===== src/rtl/vfw_pkg.sv =====
// Package: shared register address map for the frame writer register block.
// Assumes a 3-bit word address; offsets are fixed by the block's software map.
package vfw_pkg;
    localparam int unsigned A_CTRL   = 0;
    localparam int unsigned A_STAT   = 1;
    localparam int unsigned A_EVT    = 2;
    localparam int unsigned A_PASS   = 3;
    localparam int unsigned A_DROP   = 4;
    localparam int unsigned A_RLOCK  = 5;
    localparam int unsigned A_INRATE = 6;
    localparam int unsigned A_OUTRATE= 7;
    localparam int unsigned EVT_FLAGS = 2;  // status-update (bit 1), stable (bit 2)
endpackage


===== src/rtl/vfw_run_ctrl.sv =====
// Module: vfw_run_ctrl
// Holds the running indication and copies the run request into it only at a
// frame header boundary. Assumes frame_hdr is a single-cycle pulse.
module vfw_run_ctrl (
    input  logic clk,
    input  logic rst_n,
    input  logic run_req,
    input  logic frame_hdr,
    output logic run
);
    // Purpose: sample the request at each boundary.
    always_ff @(posedge clk) begin
        if (!rst_n)        run <= 1'b0;
        else if (frame_hdr) run <= run_req;
    end

    AST_RUN_ONLY_AT_HDR: assert property (@(posedge clk) disable iff (!rst_n)
        !frame_hdr |=> $stable(run));
    AST_RUN_FOLLOWS_REQ: assert property (@(posedge clk) disable iff (!rst_n)
        frame_hdr |=> (run == $past(run_req)));
endmodule


===== src/rtl/vfw_evt_counter.sv =====
// Module: vfw_evt_counter
// Free-running event counter that wraps at its width. Assumes bump is at most
// one event per cycle. Read-only: no write path exists.
module vfw_evt_counter #(
    parameter int unsigned CNT_W = 16
) (
    input  logic             clk,
    input  logic             rst_n,
    input  logic             bump,
    output logic [CNT_W-1:0] count
);
    // Purpose: add one per qualified event, wrapping modulo 2**CNT_W.
    always_ff @(posedge clk) begin
        if (!rst_n)   count <= '0;
        else if (bump) count <= count + CNT_W'(1);
    end

    AST_CNT_STEP: assert property (@(posedge clk) disable iff (!rst_n)
        bump |=> (count == $past(count) + CNT_W'(1)));
    AST_CNT_HOLD: assert property (@(posedge clk) disable iff (!rst_n)
        !bump |=> $stable(count));
endmodule


===== src/rtl/vfw_irq_flags.sv =====
// Module: vfw_irq_flags
// Sticky event flags, cleared per bit by a write-one mask. A set in the same
// cycle as a clear wins. Assumes events are pulses from the datapath.
module vfw_irq_flags #(
    parameter int unsigned N_FLAGS = 2
) (
    input  logic               clk,
    input  logic               rst_n,
    input  logic [N_FLAGS-1:0] set_i,
    input  logic [N_FLAGS-1:0] clr_i,
    output logic [N_FLAGS-1:0] flags,
    output logic               irq
);
    // Purpose: clear the masked bits, then OR in new events.
    always_ff @(posedge clk) begin
        if (!rst_n) flags <= '0;
        else        flags <= (flags & ~clr_i) | set_i;
    end

    // Purpose: combine all flags into one interrupt line.
    always_comb irq = |flags;

    AST_FLAG_STICKY: assert property (@(posedge clk) disable iff (!rst_n)
        1'b1 |=> ((flags & $past(flags & ~clr_i)) == $past(flags & ~clr_i)));
    AST_SET_WINS: assert property (@(posedge clk) disable iff (!rst_n)
        (set_i != '0) |=> ((flags & $past(set_i)) == $past(set_i)));
    AST_IRQ_ON_EVT: assert property (@(posedge clk) disable iff (!rst_n)
        (set_i != '0) |=> irq);
endmodule


===== src/rtl/vfw_regs.sv =====
// Module: vfw_regs (top)
// Register block for the write side of a frame buffer: run request with
// boundary-aligned effect, running status, passed/dropped frame counters,
// sticky write-one-to-clear event flags and optional rate-control registers.
// Assumes one access per cycle, combinational reads, and datapath pulses.
module vfw_regs
    import vfw_pkg::*;
#(
    parameter int unsigned DATA_W       = 16,
    parameter int unsigned ADDR_W       = 3,
    parameter bit          LOCK_RATE_EN = 1'b1
) (
    input  logic              clk,
    input  logic              rst_n,
    input  logic [ADDR_W-1:0] reg_addr,
    input  logic              reg_wen,
    input  logic [DATA_W-1:0] reg_wdata,
    output logic [DATA_W-1:0] reg_rdata,
    input  logic              frame_hdr,
    input  logic              frame_end,
    input  logic              frame_drop,
    input  logic              evt_status,
    input  logic              evt_stable,
    output logic              run_o,
    output logic              irq_o,
    output logic              rate_lock_o,
    output logic [DATA_W-1:0] in_rate_o,
    output logic [DATA_W-1:0] out_rate_o
);
    localparam int unsigned PAD_EVT = DATA_W - EVT_FLAGS - 1;

    logic                 run_req;
    logic [DATA_W-1:0]    pass_cnt, drop_cnt;
    logic [EVT_FLAGS-1:0] evt_flags, evt_clr;
    logic                 wr_ctrl, wr_evt;

    assign wr_ctrl = reg_wen && (reg_addr == ADDR_W'(A_CTRL));
    assign wr_evt  = reg_wen && (reg_addr == ADDR_W'(A_EVT));
    assign evt_clr = wr_evt ? reg_wdata[EVT_FLAGS:1] : '0;

    // Purpose: hold the software run request.
    always_ff @(posedge clk) begin
        if (!rst_n)       run_req <= 1'b0;
        else if (wr_ctrl) run_req <= reg_wdata[0];
    end

    vfw_run_ctrl u_run (
        .clk(clk), .rst_n(rst_n), .run_req(run_req),
        .frame_hdr(frame_hdr), .run(run_o)
    );

    vfw_evt_counter #(.CNT_W(DATA_W)) u_pass (
        .clk(clk), .rst_n(rst_n), .bump(frame_end && !frame_drop), .count(pass_cnt)
    );

    vfw_evt_counter #(.CNT_W(DATA_W)) u_drop (
        .clk(clk), .rst_n(rst_n), .bump(frame_end && frame_drop), .count(drop_cnt)
    );

    vfw_irq_flags #(.N_FLAGS(EVT_FLAGS)) u_irq (
        .clk(clk), .rst_n(rst_n), .set_i({evt_stable, evt_status}),
        .clr_i(evt_clr), .flags(evt_flags), .irq(irq_o)
    );

    logic rate_map;
    generate
        if (LOCK_RATE_EN) begin : g_rate
            // Purpose: store the rate-control registers on their writes.
            always_ff @(posedge clk) begin
                if (!rst_n) begin
                    rate_lock_o <= 1'b0;
                    in_rate_o   <= '0;
                    out_rate_o  <= '0;
                end else if (reg_wen) begin
                    if (reg_addr == ADDR_W'(A_RLOCK))   rate_lock_o <= reg_wdata[0];
                    if (reg_addr == ADDR_W'(A_INRATE))  in_rate_o   <= reg_wdata;
                    if (reg_addr == ADDR_W'(A_OUTRATE)) out_rate_o  <= reg_wdata;
                end
            end
            assign rate_map = 1'b1;
        end else begin : g_norate
            assign rate_lock_o = 1'b0;
            assign in_rate_o   = '0;
            assign out_rate_o  = '0;
            assign rate_map    = 1'b0;
        end
    endgenerate

    // Purpose: select read data; write-only and unmapped addresses return 0.
    always_comb begin
        reg_rdata = '0;
        case (reg_addr)
            ADDR_W'(A_CTRL):  reg_rdata = {{(DATA_W-1){1'b0}}, run_req};
            ADDR_W'(A_STAT):  reg_rdata = {{(DATA_W-1){1'b0}}, run_o};
            ADDR_W'(A_EVT):   reg_rdata = {{PAD_EVT{1'b0}}, evt_flags, 1'b0};
            ADDR_W'(A_PASS):  reg_rdata = pass_cnt;
            ADDR_W'(A_DROP):  reg_rdata = drop_cnt;
            ADDR_W'(A_RLOCK): reg_rdata = {{(DATA_W-1){1'b0}}, rate_map & rate_lock_o};
            default:          reg_rdata = '0;
        endcase
    end

    AST_RATE_STABLE: assert property (@(posedge clk) disable iff (!rst_n)
        !reg_wen |=> ($stable(in_rate_o) && $stable(out_rate_o) && $stable(rate_lock_o)));
    AST_CTRL_UPPER_ZERO: assert property (@(posedge clk) disable iff (!rst_n)
        (reg_addr == ADDR_W'(A_CTRL)) |-> (reg_rdata[DATA_W-1:1] == '0));
endmodule


===== config.mk =====
export PLATFORM = sky130hd
export DESIGN_NAME = vfw_regs
export DESIGN_NICKNAME = d
export VERILOG_FILES = /design/src/rtl/vfw_pkg.sv /design/src/rtl/vfw_run_ctrl.sv /design/src/rtl/vfw_evt_counter.sv /design/src/rtl/vfw_irq_flags.sv /design/src/rtl/vfw_regs.sv
export SDC_FILE = /design/constraint.sdc
export NUM_CORES = 1
export LEC_CHECK = 0
export ABC_AREA = 1
export CAP_MARGIN = 15
export CORE_MARGIN = 4
export CORE_UTILIZATION = 46
export CTS_BUF_LIST = sky130_fd_sc_hd__clkbuf_4
export DETAILED_ROUTE_END_ITERATION = 16
export PLACE_DENSITY = 0.75
export SETUP_SLACK_MARGIN = 0.1
export SLEW_MARGIN = 20
export SYNTH_ARGS = -nofsm -noshare
export SYNTH_HDL_FRONTEND = slang
export SYNTH_SLANG_ARGS = --single-unit

===== constraint.sdc =====
create_clock -name clk -period 1.28 [get_ports clk]
set_clock_uncertainty 0.05 [all_clocks]
set_input_delay 0.256 -clock clk [delete_from_list [all_inputs] [get_ports clk]]
set_output_delay 0.256 -clock clk [all_outputs]
set_load 0.02 [all_outputs]

; Yosys cells after proc, flatten, opt, wreduce, memory -nomap -nowiden
; Index checks and enable logic that the tools add are counted.
[totals]
regBits = 69
input_bits = 27
elab_cells = 32
[classes]
n_eq_ne = 7
muxes = 2
addsub = 2
n_bitwise = 3
n_reduce_logical = 10
[ops]
columns = cell, count
row1 = $pmux W16 S6, 1
row2 = $add A16 B1 Y16 const B, 2
row3 = $eq A3 B3 Y1 const B, 4
row4 = $eq A3 B2 Y1 const B, 2
row5 = $reduce_and A2 Y1, 3
row6 = $logic_and A1 B1 Y1, 4
row7 = $eq A3 B1 Y1 const B, 1
row8 = $logic_not A3 Y1, 1
row9 = $and A2 B2 Y2, 1
row10 = $mux W2, 1
row11 = $not A2 Y2, 1
row12 = $or A2 B2 Y2, 1
row13 = $reduce_or A2 Y1, 1
row14 = $logic_not A1 Y1, 1

; Longest topological paths before layout
[depth]
ltp_word = 6
mapped_depth = 8
ltp_nobuf = 8

; Modules after synthesis
; From an unflattened synthesis, not the netlist that was laid out.
[hier_totals]
hier_cells = 549
area_unflattened_um2 = 3520.9
[modules_own_cells]
columns = mod, n_inst, area_each_um2, cells_per_inst, seq_area_each_um2
row1 = vfw_regs, 1, 1705.4, 279, 680.7
row2 = vfw_evt_counter, 2, 845.8, 126, 320.3
row3 = vfw_irq_flags, 1, 82.6, 12, 40.0
row4 = vfw_run_ctrl, 1, 41.3, 6, 20.0

; Least setup slack after synthesis
; Ideal clock, no wire load.
[synth_timing]
path_kind = input-to-output
startpoint = in reg_addr[2]
endpoint = out reg_rdata[10]
setup_slack_ns = -0.255
path_buffers = 2
t_arrival_ns = 1.229
path_stages = 5
cell_sequence = buf_4 > inv_1 > nand3_2 > buf_2 > o22ai_1
[synth_via]
elab_chain_cells = 2
word_cells_on_any_way = 7
classes_between = eq/ne: 5 / mux: 1 / reduce/logical: 1
[synth_lines]
columns = item, line_no
row1 = start: declaration, vfw_regs.sv:15  ; input logic [ADDR_W-1:0] reg_addr,
row2 = "$eq A3 B3 Y1, or another cell as far along", vfw_regs.sv:92  ; case (reg_addr)
row3 = $pmux W16 S6 *, vfw_regs.sv:92
row4 = end: declaration, vfw_regs.sv:18  ; output logic [DATA_W-1:0] reg_rdata,
; Mark *: on every way between the ends. The rest lies on a longest branch, timed or not.

; Final worst setup path
[layout_timing]
startpoint = reg u_pass.count[2]
endpoint = out reg_rdata[2]
[layout_via]
elab_chain_cells = 1
[layout_lines]
columns = item, line_no
row1 = start: declaration, vfw_evt_counter.sv:10  ; output logic [CNT_W-1:0] count
row2 = start signal: assignment, vfw_evt_counter.sv:15  ; else if (bump) count <= count + CNT_W'(1);
row3 = $pmux W16 S6, vfw_regs.sv:92
; Every way passes these cells.

==> impl_metrics.csv <==
group,metric,value,unit
setup_path,r2r_slack,-0.26,ns
placement,dp.cells,700,
worst_hold_path,hold_class,"in2reg",
finish,num-fill-cells,243,
cts,cts_tree,"built",
yosys,synth_area_leader_cell,"dfxtp_1",
finish,area_growth,94.3,%
cts,root_buffer,"clkbuf_4",
routing,dr.pass1.iters,5,
cts,cts.hold.buffers_added,0,
yosys,yosysSeqAreaShare,43.0,%
setup_path,startpoint_type,"flip-flop",
routing,antenna_left,0,
setup_path,cp_max_fo,2,
global_route,grtUsageTotal,32.3,%
worst_hold_path,hold_path_depth,5,
sta,fmax,620,MHz
global_route,grt_pass1_wl,21100,um
cts,cts_max_level,3,
placement,pre_cts_slack,-1.12,ns
flow_run,max_cap_viol_count,0,
sta,slew_headroom,66.5,%
routing,vias,4585,
power,p_switching,1.46,mW
sta,holdWs,0.222,ns
global_route,grt_remaining_overflow,0,
routing,drt-wirelength-per-cell,22.7,um
finish,nets,687,
setup_path,crit_path_end_kind,"output pin",
die,initial_utilization,47.3,%
setup_path,slowest_delay,0.39,ns
yosys,syn_inst,459,
cts,clk_pin_slew,0.12,ns
setup_path,r2r_cells,8,
finish,fin_util,91.9,%
yosys,synth_edf_count,0,
global_route,antenna_found_initial,1,
cts,clk_path_buf_depth,2,
die,top_level_ports,78,
finish,stdcell_count,759,
worst_hold_path,worstHoldStart,"reg_addr[1]",
power,power.total,4.89,mW
sta,worst_slew_pin_slew,0.503,ns
power,ir_worst_vdd,0.712,mV
worst_hold_path,hold_end,"rate_lock_o",
yosys,synth_flop_cell,"dfxtp_1",
finish,fin_area,6240,um2
setup_path,path_cells,"inv_2 > o221ai_4 > buf_6",
die,fp.dieW,91.6,um
power,p_per_area,783,nW/um2
cts,insertion_delay,0.46,ns
sta,fin_crit,1.61,ns
yosys,syn_avg_cell_area,7.00,um2
finish,final_cell_mix,"buf_4 (86), nor2_1 (85), buf_6 (77), dfxtp_2 (66), nand2_1 (44)",
power,p_sw_share,29.8,%
power,p_leak,2.67,nW
setup_path,slowest_stage,"dfxtp_2",
sta,finalMaxSlewViolations,0,
setup_path,timing.rr.start,"u_drop.count[1]",
power,p_comb_share,18.2,%
placement,portBuffers,77,
yosys,async_flop_share,0,%
routing,via_per_inst,6.04,
yosys,ys_top_cells_by_area,"dfxtp_1 (43%), nor2_1 (12%), o21ai_0 (8.1%)",
placement,place_area,4970,um2
power,p_seq_share,46.0,%
global_route,grt_max_degree,19,
power,p_int,3.43,mW
routing,totalWireLength,17200,um
global_route,grt_pass1_vias,4133,
status,status,"finished, violations left",
setup_path,worst_ep_required_time,0.97,ns
placement,finalWeightedCongestion,0.829,
yosys,ys_ff_latch,69,
sta,finalSetupTns,-7.45,ns
sta,rsz0062_at_grt,"yes",
sta,finalSetupViolCount,43,
yosys,yosysTopAreaCellShare,43.0,%
status,violations,"setup timing",
cts,numCtsBuffers,9,
yosys,synth_area,3210,um2
yosys,synth_cell_types,31,
yosys,yosys_warnings,0,
finish,layout_commonest_cell,"buf_4",
die,rows,30,
sta,min_period_over_period,126,%
setup_path,r2r-end,"u_drop.count[12]",
finish,final_layout_size_suffix_gt1_share,62.6,%
yosys,syn_nets,488,
die,coreArea,6790,um2
sta,setup_slack,-0.334,ns
setup_path,crit_arrival,1.31,ns
power,clkPwrFrac,35.7,%
die,die_h,91.6,um
die,dieArea,8390,um2
routing,drc,0,
placement,place_hpwl,7550,um
setup_path,crit_type,"reg2out",
routing,drtIter0Drc,359,
cts,clock-sinks,69,
finish,diodes,0,
sta,final-hold-violation-count,0,
per-layer routing:
layer / up-vias / global-route usage [%] / share of wire [%]
met5: - / 0 / 0.075
met4: 2 / 18.1 / 9.0
met3: 166 / 7.13 / 9.6
met2: 397 / 57.3 / 47
met1: 2123 / 35.1 / 35
li1: 1897 / - / -
registers in the layout, summed over array words and instances (netlist names):
signal	cells
run_req	1
u_drop.count	16
u_irq.flags	2
in_rate_o	16
rate_lock_o	1
u_run.run	1
u_pass.count	16
out_rate_o	16
critical path, delay by kind of cell (launching register included):
kind	cells	cell delay (ns)
AO/OA/AOI/OAI	1	0.21
flip-flops	1	0.39
buffers and inverters	2	0.25
layout make-up:
type | instances | area [um2] | share of cell area, %
multi-input combinational | 316 | 2180 | 35.0
timing repair buffer | 200 | 2030 | 32.5
sequential | 69 | 1470 | 23.6
inverter | 61 | 265 | 4.25
tap | 96 | 120 | 1.92
clock inverter | 7 | 98.8 | 1.58
clock buffer | 9 | 67.6 | 1.08
timing repair inverter | 1 | 8.76 | 0.140
kinds of logic (layout without fill, tap and decap cells):
logic type      count (synthesis)  in the layout  synth area share [%]
compound gates                 93             93                  15.1
fa+ha+maj                       2              2                 0.778
buf+inv                        74            278                  10.0
flops                          69             69                  43.0
simple gates                  221            221                  31.1
what timing repair did:
action | CTS | global route
cloned | 1 | 1
setup endpoints to repair | 111 | 109
gates resized for setup | 484 | 121
pin swaps | 48 | 56
buffers inserted | 22 | 25
worst max-delay path by stage:
stage / start / endpoint / slack, ns / cells past startpoint
after floorplan: reg_addr[2] / reg_rdata[10] / 0.02 / 5
after global placement: reg_addr[0] / reg_rdata[2] / -1.05 / 6
after detailed placement: reg_addr[0] / reg_rdata[0] / -1.12 / 6
after CTS: u_pass.count[0] / reg_rdata[0] / -0.27 / 5
after global routing: u_drop.count[1] / u_drop.count[12] / -0.42 / 8
final: u_pass.count[2] / reg_rdata[2] / -0.33 / 3
cell usage after synthesis, types with 3 or more instances:
cell and number:
o22ai_1 8, nor3_1 4, clkbuf_1 5, o21ai_1 7
nor2_1 99, o21ai_0 52, nand4_1 10, a21oi_1 23
inv_2 3, nand3_2 5, inv_1 55, buf_2 3
nor2_4 3, dfxtp_1 69, nor2_2 6, nand3_1 21
nand2_1 66
power by group through the flow:
stage,clock [mW],combinational (mW),sequential (mW)
2_1_floorplan,0,0.243,2.32
3_3_place_gp,0,0.627,2.27
3_5_place_dp,0,0.642,2.28
4_1_cts,1.67,0.724,2.24
5_1_grt,1.83,0.925,2.26
6_report,1.75,0.891,2.25
No activity file was read; power rests on OpenSTA's default activity.
